==> config.mk <==
export PLATFORM = sky130hd
export DESIGN_NAME = idx_cfg_port
export DESIGN_NICKNAME = d
export VERILOG_FILES = /design/src/rtl/idxcfg_pkg.sv /design/src/rtl/idxcfg_version.sv /design/src/rtl/idxcfg_mode.sv /design/src/rtl/idxcfg_ctrl.sv /design/src/rtl/idx_cfg_port.sv
export SDC_FILE = /design/constraint.sdc
export NUM_CORES = 2
export LEC_CHECK = 0
export ABC_AREA = 1
export CAP_MARGIN = 30
export CORE_MARGIN = 1.5
export CORE_UTILIZATION = 60
export CTS_CLUSTER_SIZE = 25
export DETAILED_ROUTE_END_ITERATION = 8
export PLACE_DENSITY = 0.79
export SYNTH_ARGS = -nofsm -noshare
export SYNTH_HDL_FRONTEND = slang
export SYNTH_HIERARCHICAL = 1
export SYNTH_SLANG_ARGS = --single-unit
==> constraint.sdc <==
create_clock -name clk -period 9.3 [get_ports clk]
set_input_delay 2.79 -clock clk [delete_from_list [all_inputs] [get_ports clk]]
set_output_delay 2.79 -clock clk [all_outputs]
set_load 0.02 [all_outputs]
==> src/rtl/idxcfg_pkg.sv <==
// Shared register numbering for the indexed configuration port.
// Assumes a flat 32-bit register number space; numbers above REG_LAST are unimplemented.
package idxcfg_pkg;
    localparam logic [31:0] REG_ID      = 32'd0;
    localparam logic [31:0] REG_ENABLE  = 32'd1;
    localparam logic [31:0] REG_WIDTH   = 32'd2;
    localparam logic [31:0] REG_HEIGHT  = 32'd3;
    localparam logic [31:0] REG_BPP     = 32'd4;
    localparam logic [31:0] REG_HBPP    = 32'd5;
    localparam logic [31:0] REG_CAPS    = 32'd6;
    localparam logic [31:0] REG_PITCH   = 32'd7;
    localparam logic [31:0] REG_FBOFS   = 32'd8;
    localparam logic [31:0] REG_RBASE   = 32'd9;
    localparam logic [31:0] REG_RSIZE   = 32'd10;
    localparam logic [31:0] REG_GO      = 32'd11;
    localparam logic [31:0] REG_MAXW    = 32'd12;
    localparam logic [31:0] REG_MAXH    = 32'd13;
    localparam logic [31:0] REG_LAST    = REG_MAXH;

    // Mode state seen by the read path.
    typedef struct packed {
        logic [31:0] width;
        logic [31:0] height;
        logic [31:0] bpp;
        logic [31:0] pitch;
        logic [31:0] fbofs;
    } mode_view_t;
endpackage

==> src/rtl/idxcfg_version.sv <==
// Version handshake register.
// Stores a written identifier only when it lies in the supported range, and
// tracks whether a non-legacy identifier has been accepted.
// Assumes ID_BASE + MAX_VER does not wrap around 32 bits.
module idxcfg_version #(
    parameter logic [31:0] ID_BASE = 32'h5A1D_0000,
    parameter int unsigned MAX_VER = 2
) (
    input  logic        clk,
    input  logic        rst_n,
    input  logic        wr_en,
    input  logic [31:0] wdata,
    output logic [31:0] id_q,
    output logic        ext_ok
);
    localparam logic [31:0] ID_TOP = ID_BASE + 32'(MAX_VER);

    logic in_range;

    // Range check of the offered identifier.
    always_comb in_range = (wdata >= ID_BASE) && (wdata <= ID_TOP);

    // Identifier storage and extended-feature flag.
    always_ff @(posedge clk) begin
        if (!rst_n) begin
            id_q   <= ID_TOP;
            ext_ok <= 1'b0;
        end else if (wr_en && in_range) begin
            id_q   <= wdata;
            ext_ok <= (wdata != ID_BASE);
        end
    end
endmodule

==> src/rtl/idxcfg_mode.sv <==
// Display mode registers: width, height, depth, and the derived pitch and offset.
// Width and height writes beyond the limits are dropped. The depth is writable only
// with the emulation capability, and then only 8 or HOST_BPP is stored.
// Derived values settle one cycle after the inputs change.
module idxcfg_mode #(
    parameter int unsigned HOST_BPP  = 32,
    parameter int unsigned MAX_W     = 2048,
    parameter int unsigned MAX_H     = 1536,
    parameter int unsigned DEF_W     = 640,
    parameter int unsigned DEF_H     = 480,
    parameter int unsigned TOP_LINES = 2
) (
    input  logic                      clk,
    input  logic                      rst_n,
    input  logic                      wr_w,
    input  logic                      wr_h,
    input  logic                      wr_bpp,
    input  logic                      cap_emu,
    input  logic [31:0]               wdata,
    output idxcfg_pkg::mode_view_t    view
);
    localparam logic [31:0] HBPP_L  = 32'(HOST_BPP);
    localparam logic [31:0] PITCH_R = 32'(DEF_W * (HOST_BPP / 8));
    localparam logic [31:0] OFS_R   = 32'(DEF_W * (HOST_BPP / 8) * TOP_LINES);

    logic [31:0] width_q, height_q, bpp_q, pitch_q, ofs_q;
    logic        bpp_ok;

    // Depth write acceptance.
    always_comb bpp_ok = cap_emu && ((wdata == 32'd8) || (wdata == HBPP_L));

    // Primary mode registers.
    always_ff @(posedge clk) begin
        if (!rst_n) begin
            width_q  <= 32'(DEF_W);
            height_q <= 32'(DEF_H);
            bpp_q    <= HBPP_L;
        end else begin
            if (wr_w && (wdata <= 32'(MAX_W)))  width_q  <= wdata;
            if (wr_h && (wdata <= 32'(MAX_H)))  height_q <= wdata;
            if (wr_bpp && bpp_ok)               bpp_q    <= wdata;
        end
    end

    // Derived pitch and visible offset.
    always_ff @(posedge clk) begin
        if (!rst_n) begin
            pitch_q <= PITCH_R;
            ofs_q   <= OFS_R;
        end else begin
            pitch_q <= width_q * {3'b000, bpp_q[31:3]};
            ofs_q   <= width_q * {3'b000, bpp_q[31:3]} * 32'(TOP_LINES);
        end
    end

    // Bundle for the read path.
    always_comb begin
        view.width  = width_q;
        view.height = height_q;
        view.bpp    = bpp_q;
        view.pitch  = pitch_q;
        view.fbofs  = ofs_q;
    end
endmodule

==> src/rtl/idxcfg_ctrl.sv <==
// Register selection and the two control flags (mode enable, go).
// Assumes the flags take bit 0 of the written data.
module idxcfg_ctrl (
    input  logic        clk,
    input  logic        rst_n,
    input  logic        idx_wr,
    input  logic [31:0] idx_wdata,
    input  logic        wr_en_reg,
    input  logic        wr_go_reg,
    input  logic        bit0,
    output logic [31:0] idx_q,
    output logic        en_q,
    output logic        go_q
);
    // Current register selection.
    always_ff @(posedge clk) begin
        if (!rst_n)      idx_q <= '0;
        else if (idx_wr) idx_q <= idx_wdata;
    end

    // Enable and go flags.
    always_ff @(posedge clk) begin
        if (!rst_n) begin
            en_q <= 1'b0;
            go_q <= 1'b0;
        end else begin
            if (wr_en_reg) en_q <= bit0;
            if (wr_go_reg) go_q <= bit0;
        end
    end
endmodule

==> src/rtl/idx_cfg_port.sv <==
// Top of the indexed configuration port: decodes value-port writes against the
// selected register number and returns a registered read one cycle after val_rd.
// Assumes val_wr and val_rd are never asserted in the same cycle.
module idx_cfg_port #(
    parameter logic [31:0] ID_BASE    = 32'h5A1D_0000,
    parameter int unsigned MAX_VER    = 2,
    parameter int unsigned HOST_BPP   = 32,
    parameter int unsigned EMU_BIT    = 1,
    parameter int unsigned MAX_W      = 2048,
    parameter int unsigned MAX_H      = 1536,
    parameter int unsigned TOP_LINES  = 2,
    parameter logic [31:0] RING_BASE  = 32'h0010_0000,
    parameter logic [31:0] RING_SIZE  = 32'h0004_0000
) (
    input  logic        clk,
    input  logic        rst_n,
    input  logic        idx_wr,
    input  logic [31:0] idx_wdata,
    input  logic        val_wr,
    input  logic        val_rd,
    input  logic [31:0] val_wdata,
    input  logic [31:0] cap_vec,
    output logic [31:0] val_rdata,
    output logic        rd_valid,
    output logic        mode_en,
    output logic        cfg_done
);
    import idxcfg_pkg::*;

    logic [31:0] idx_q;
    logic [31:0] id_q;
    logic        ext_ok;
    mode_view_t  view;
    logic [31:0] rd_mux;
    logic        hit_id, hit_en, hit_w, hit_h, hit_bpp, hit_go;

    // Write decode against the selected register.
    always_comb begin
        hit_id  = val_wr && (idx_q == REG_ID);
        hit_en  = val_wr && (idx_q == REG_ENABLE);
        hit_w   = val_wr && (idx_q == REG_WIDTH);
        hit_h   = val_wr && (idx_q == REG_HEIGHT);
        hit_bpp = val_wr && (idx_q == REG_BPP);
        hit_go  = val_wr && (idx_q == REG_GO);
    end

    idxcfg_ctrl u_ctrl (
        .clk       (clk),
        .rst_n     (rst_n),
        .idx_wr    (idx_wr),
        .idx_wdata (idx_wdata),
        .wr_en_reg (hit_en),
        .wr_go_reg (hit_go),
        .bit0      (val_wdata[0]),
        .idx_q     (idx_q),
        .en_q      (mode_en),
        .go_q      (cfg_done)
    );

    idxcfg_version #(.ID_BASE(ID_BASE), .MAX_VER(MAX_VER)) u_ver (
        .clk    (clk),
        .rst_n  (rst_n),
        .wr_en  (hit_id),
        .wdata  (val_wdata),
        .id_q   (id_q),
        .ext_ok (ext_ok)
    );

    idxcfg_mode #(
        .HOST_BPP  (HOST_BPP),
        .MAX_W     (MAX_W),
        .MAX_H     (MAX_H),
        .DEF_W     (640),
        .DEF_H     (480),
        .TOP_LINES (TOP_LINES)
    ) u_mode (
        .clk     (clk),
        .rst_n   (rst_n),
        .wr_w    (hit_w),
        .wr_h    (hit_h),
        .wr_bpp  (hit_bpp),
        .cap_emu (cap_vec[EMU_BIT]),
        .wdata   (val_wdata),
        .view    (view)
    );

    // Read multiplexer over the register bank.
    always_comb begin
        case (idx_q)
            REG_ID:     rd_mux = id_q;
            REG_ENABLE: rd_mux = {31'd0, mode_en};
            REG_WIDTH:  rd_mux = view.width;
            REG_HEIGHT: rd_mux = view.height;
            REG_BPP:    rd_mux = view.bpp;
            REG_HBPP:   rd_mux = 32'(HOST_BPP);
            REG_CAPS:   rd_mux = cap_vec;
            REG_PITCH:  rd_mux = view.pitch;
            REG_FBOFS:  rd_mux = view.fbofs;
            REG_RBASE:  rd_mux = ext_ok ? RING_BASE : '0;
            REG_RSIZE:  rd_mux = ext_ok ? RING_SIZE : '0;
            REG_GO:     rd_mux = {31'd0, cfg_done};
            REG_MAXW:   rd_mux = 32'(MAX_W);
            REG_MAXH:   rd_mux = 32'(MAX_H);
            default:    rd_mux = '0;
        endcase
    end

    // Registered read return.
    always_ff @(posedge clk) begin
        if (!rst_n) begin
            val_rdata <= '0;
            rd_valid  <= 1'b0;
        end else begin
            rd_valid <= val_rd;
            if (val_rd) val_rdata <= rd_mux;
        end
    end
endmodule

Word-level counts from Yosys, hierarchy flattened

Cells that the tools add are included.
Widths: inputs -> output; s select.

Eq/ne operators: 16
$lt $le $gt $ge: 4
$mul: 1
Reduce and logical (&&, ||, !) cells: 14
Multiplexer cells: 3

Operators with widths:

| operator             | count |
|---|---|
| $pmux 32 s14         | 1 |
| $eq 32x4->1 const B  | 7 |
| $eq 32x3->1 const B  | 4 |
| $eq 32x2->1 const B  | 2 |
| $eq 32x1->1 const B  | 1 |
| $eq 32x6->1 const B  | 1 |
| $ge 32x31->1 const B | 1 |
| $le 32x11->1 const B | 1 |
| $le 32x12->1 const B | 1 |
| $le 32x31->1 const B | 1 |
| $logic_not 32->1     | 1 |
| $mul 32x29->32       | 1 |
| $ne 32x31->1 const B | 1 |
| $mux 21              | 1 |
| $mux 19              | 1 |
| $logic_and 1x1->1    | 12 |
| $logic_or 1x1->1     | 1 |

Word-level logic and storage cells: 51
Input bits: 101
Bits in registers: 260
Output and inout port bits: 35

Depth between registers and ports, before layout

Word-level depth: 4
Gate-level depth with buffers: 31
Mapped depth without buffers: 29

Modules after synthesis

The synthesis kept the hierarchy.

By module, submodules not included:

| module         | instances | area an instance (µm²) | cells an instance | sequential area each (µm²) |
|---|---|---|---|---|
| idxcfg_mode    | 1         | 21144.0                | 2805              | 2562.5 |
| idx_cfg_port   | 1         | 3849.9                 | 699               | 660.6 |
| idxcfg_version | 1         | 1506.4                 | 177               | 660.6 |
| idxcfg_ctrl    | 1         | 1418.9                 | 214               | 680.7 |

Worst setup path after synthesis

Ideal clock, no wire load.

Path type: reg2reg
Start: register u_mode.bpp_q[7]
End: register u_mode.pitch_q[26]
Clock period less this slack: 6.612 ns
Required time: 9.179 ns
Setup time: 0.121 ns
Arrival time: 6.491 ns
Slack: 2.688 ns
Cell stages (with the launch flop): 29
Buffers on the path: 2
Cell sequence: dfxtp_1 -> clkbuf_1 -> buf_1 -> nand2_1 -> inv_1 -> fa_1 -> fa_1 -> fa_1 -> inv_1 -> fa_1 -> inv_1 -> fa_1 -> inv_1 -> fa_1 -> inv_1 -> fa_1 -> inv_1 -> fa_1 -> inv_1 -> ha_1 -> a21oi_1 -> o21ai_0 -> o21bai_1 -> nand2_1 -> nand3_1 -> nand3_1 -> nand3_1 -> o21ai_0 -> a21oi_1

Word-level cells in the longest chain between the ends: 1

RTL lines:

| item                     | line              | text |
|---|---|---|
| start: declaration       | idxcfg_mode.sv:26 | `logic [31:0] width_q, height_q, bpp_q, pitch_q, ofs_q;` |
| start signal: assignment | idxcfg_mode.sv:41 | `if (wr_bpp && bpp_ok) bpp_q <= wdata;` |
| $mul 32x29->32           | idxcfg_mode.sv:51 | `pitch_q <= width_q * {3'b000, bpp_q[31:3]};` |
| end signal: assignment   | idxcfg_mode.sv:51 |  |
| end: declaration         | idxcfg_mode.sv:26 |  |

Every way passes these cells.
A chain may end at the register's enable or synchronous reset.

Worst setup path after layout

Start: register u_mode.bpp_q[9]
End: register u_mode.pitch_q[26]

Same word-level chain as after synthesis.

==> qor.csv <==
stage,metric,value,unit
power_and_ir_drop,pwr dens,70.3,nW/um^2
die,Core Box Area,45700,sq um
detailed_routing,drt total wl,81.0,mm
cts,CTS Buf Count,23,
power_and_ir_drop,switch share,24.5,%
critical_path,worst path cell trace,buf_4 > nand2_1 > fa_1 > fa_1 > fa_1 > fa_1 > fa_1 > inv_1 > fa_1 > fa_1 > inv_1 > fa_1 > inv_1 > ha_1 > nand2_1 > nor4_1 > nand3_1 > nand3_1 > nand3_1 > nand3_1 > o21ai_0 > a21oi_1,
die,Die Wd,219,microns
synthesis,#FFs+latches synth,228,
cts,Root Driver,clkbuf_16,
power_and_ir_drop,Clock power frac,46.0,%
sta,minimum clock period,7.57,ns
die,Row Count,78,
detailed_routing,1st-iter DRT viols,2416,
layout,most frequent cells in the layout,"inv_1 (996), nand2_1 (951), fa_1 (407)",
hold_path,hold-critical path depth,2,
synthesis,largest area contributor in the netlist,fa_1,
sta,TNS Setup,0,ns
layout,"commonest non-fill, non-tap cell in the layout",inv_1,
place,GPL Wtd Cong,0.996,
critical_path,Critical Path AT,8.05,ns
die,Top Ports,136,
die,Initial Utilization,61.1,%
global_route,Overflow after GRT,0,
synthesis,fraction of synthesized cell area taken by the top area cell type,29.2,%
cts,hold buffers post-CTS,0,
sta,f_max,132,MHz
hold_path,Hold WC Path Type,flip-flop to flip-flop,
synthesis,Cells after Synth,3895,
critical_path,Register-to-Register Path Depth,22,
synthesis,Post-synth top flop,dfxtp_1,
cts,clock sink count,228,
synthesis,"FFs w/ async S/R, synth",0,%
cts,CTS-repair resized insts,0,
global_route,initial antenna violation count,1,
cts,Max H-tree Level,1,
critical_path,WP buf/inv,4,
critical_path,Critical R2R Launch,u_mode/bpp_q[9],
sta,Min Hold Slack,0.444,ns
sta,unrepaired setup endpoints after global routing,no,
detailed_routing,total number of vias,24000,
critical_path,worst reg2reg path endpoint,u_mode/pitch_q[26],
layout,Syn-to-layout area delta,7.64,%
flow_run,maxcap violations,0,
synthesis,synth top area cells,"fa_1 (29%), dfxtp_1 (16%), inv_1 (13%), nand2_1 (13%), nand3_1 (5.7%)",
global_route,global-route wire length before repair,129,mm
synthesis,Mapped Area,27900,sq um
detailed_routing,Avg WL per Cell,18.0,microns
critical_path,flop2flop setup slack,1.73,ns
critical_path,crit path to,u_mode/pitch_q[26],
power_and_ir_drop,Peak VDD IR,0.000172,V
global_route,Tot GR Track Use,35.0,%
sta,actual slew at the worst max-slew pin,1.09,ns
cts,CTS tree,done,
power_and_ir_drop,Internal,0.00159,W
outcome,status,completed,
sta,Final period util,81.4,%
layout,share of post-route cells with drive strength above 1,6.05,%
global_route,number of global-route vias before repair,23900,
detailed_routing,"antenna viol nets, final",0,
critical_path,Worst setup SP type,flip-flop,
sta,Worst slew margin,27.4,%
global_route,largest net degree at the start of global routing,81,
place,IO buf count,135,
sta,setup violators final,0,
sta,Slew Limit Fails,0,
critical_path,Crit path max-delay family,adder cells,
critical_path,WP data required,9.78,ns
critical_path,max incr delay on CP,0.87,ns
critical_path,Crit Path Category,flip-flop to flip-flop,
critical_path,CP startpoint,u_mode/bpp_q[9],
synthesis,Synth cell types,55,
sta,"Hold Vio Cnt, Final",0,
detailed_routing,routed vias/inst,5.34,
synthesis,Synth warnings,6,
critical_path,CP Depth,22,
critical_path,CP Capture Type,flip-flop,
cts,CTS Buffer Depth,3,
die,die footprint,47800,sq um
synthesis,average size of a mapped cell,7.17,sq um
synthesis,sequential share of the synthesized area,16.3,%
cts,setup bufs post-CTS,0,
critical_path,"Slowest-stage cell, CP",dfxtp_1,
power_and_ir_drop,Psw,0.000519,W
layout,fin nets,4509,
cts,"Reg clk slew, reported paths",0.08,ns
critical_path,Crit Path Max Fanout,17,
die,Die Y,219,microns
synthesis,number of synthesized flops with an enable pin,0,
power_and_ir_drop,Comb pwr share,7.1,%
synthesis,syn_nets,4520,
detailed_routing,Residual DRC,0,
power_and_ir_drop,Reg power frac,47.0,%
power_and_ir_drop,leakage power total,17.5,nW
sta,Final Skew,0.0348,ns
detailed_routing,drt pass-1 iters,6,
cts,Worst-Skew Late Latency,0.55,ns
critical_path,Crit path top cell by count,fa_1,
place,DP HPWL,61.2,mm
==> cells in the mapped netlist (2+ instances only) <==
cell	n
nand2_4	4
a31oi_1	6
clkbuf_1	91
a21o_1	6
o21bai_2	2
nand4_1	16
xor2_1	11
nand3b_1	13
nand2_1	951
nor2_8	3
buf_6	17
nor2_2	13
nor3b_1	3
buf_4	55
fa_1	407
o21ai_0	41
nor4_1	7
nor2_1	244
o21bai_1	4
clkinv_1	4
buf_12	3
nand3_2	25
a21oi_1	112
nand2_2	18
o2111a_1	2
a21oi_2	16
o21a_1	10
inv_1	996
nand3_1	316
ha_1	117
nor2_4	8
nor3_1	13
buf_2	45
a21boi_1	2
o211ai_1	6
a211oi_1	2
xnor2_1	5
dfxtp_1	228
buf_1	19
o21ai_1	7
inv_2	33
==> cells by family after synthesis <==
group	share of synthesized area, %
xor gates and xnor gates	0.560
other	0.0134
buffers and inverters	18.6
and+or+nand+nor	25.4
DFF	16.3
AOI/OAI and AO/OA	4.66
adders and majority gates	34.4
==> tightest hold or removal path: cells and delay by family (launching register included) <==
kind / cells / cell delay [ns]
flops: 1 / 0.31
simple gates: 2 / 0.09
==> layout make-up <==
class	count	area, sq um
Tap cell	600	751
Inverter	1034	3880
Timing Repair Buffer	195	1910
Antenna cell	1	2.50
Fill cell	3976	15600
Clock buffer	28	634
Multi-Input combinational cell	2402	18200
Clock inverter	12	138
Sequential cell	228	4570
==> flip-flops by register name (all words and copies together), names as in the netlist <==
register / flops
u_ctrl/en_q: 1
u_mode/bpp_q: 32
val_rdata: 32
u_mode/height_q: 32
u_ver/ext_ok: 1
rd_valid: 1
u_ver/id_q: 32
u_ctrl/idx_q: 32
u_ctrl/go_q: 1
u_mode/pitch_q: 32
u_mode/width_q: 32
==> routing by layer <==
layer | GRT usage (%) | routed length [microns]
met5 | 0 | 0
met4 | 19.9 | 5210
met3 | 7.71 | 9200
met2 | 54.4 | 35400
met1 | 45.1 | 31200
==> power groups by stage <==
stage	Sequential [W]	Combinational, W	Clock [W]
2_1_floorplan	0.00101	0.0000875	0
6_report	0.000992	0.000149	0.000972
3_3_place_gp	0.00101	0.000146	0
5_1_grt	0.000993	0.000164	0.00102
4_1_cts	0.000992	0.000148	0.000978
3_5_place_dp	0.00101	0.000147	0
==> worst min path at each step <==
stage	startpoint	to	slack [ns]
after detailed placement	u_mode/height_q[11]	u_mode/height_q[11]	0.43
after global routing	u_mode/height_q[16]	u_mode/height_q[16]	0.46
after CTS	u_mode/height_q[11]	u_mode/height_q[11]	0.44
after floorplan	u_ver/id_q[16]	u_ver/id_q[16]	0.42
final	u_mode/height_q[16]	u_mode/height_q[16]	0.44
after global placement	u_mode/height_q[16]	u_mode/height_q[16]	0.42
==> through the flow <==
step / util [%] / instances / worst slack [ns] / total power (W) / instance area [sq um]
floorplan: - / 3895 / 2.69 / 0.00110 / 27900
global placement: 63.8 / 4453 / 1.83 / 0.00116 / 29100
detailed placement: 63.9 / 4455 / 1.92 / 0.00116 / 29200
CTS: 65.6 / 4495 / 1.93 / 0.00212 / 30000
global route: 65.8 / 4499 / 1.45 / 0.00218 / 30100
finish: 65.8 / 4500 / 1.73 / 0.00211 / 30100
Note: power is estimated with default switching activity, not from simulation.
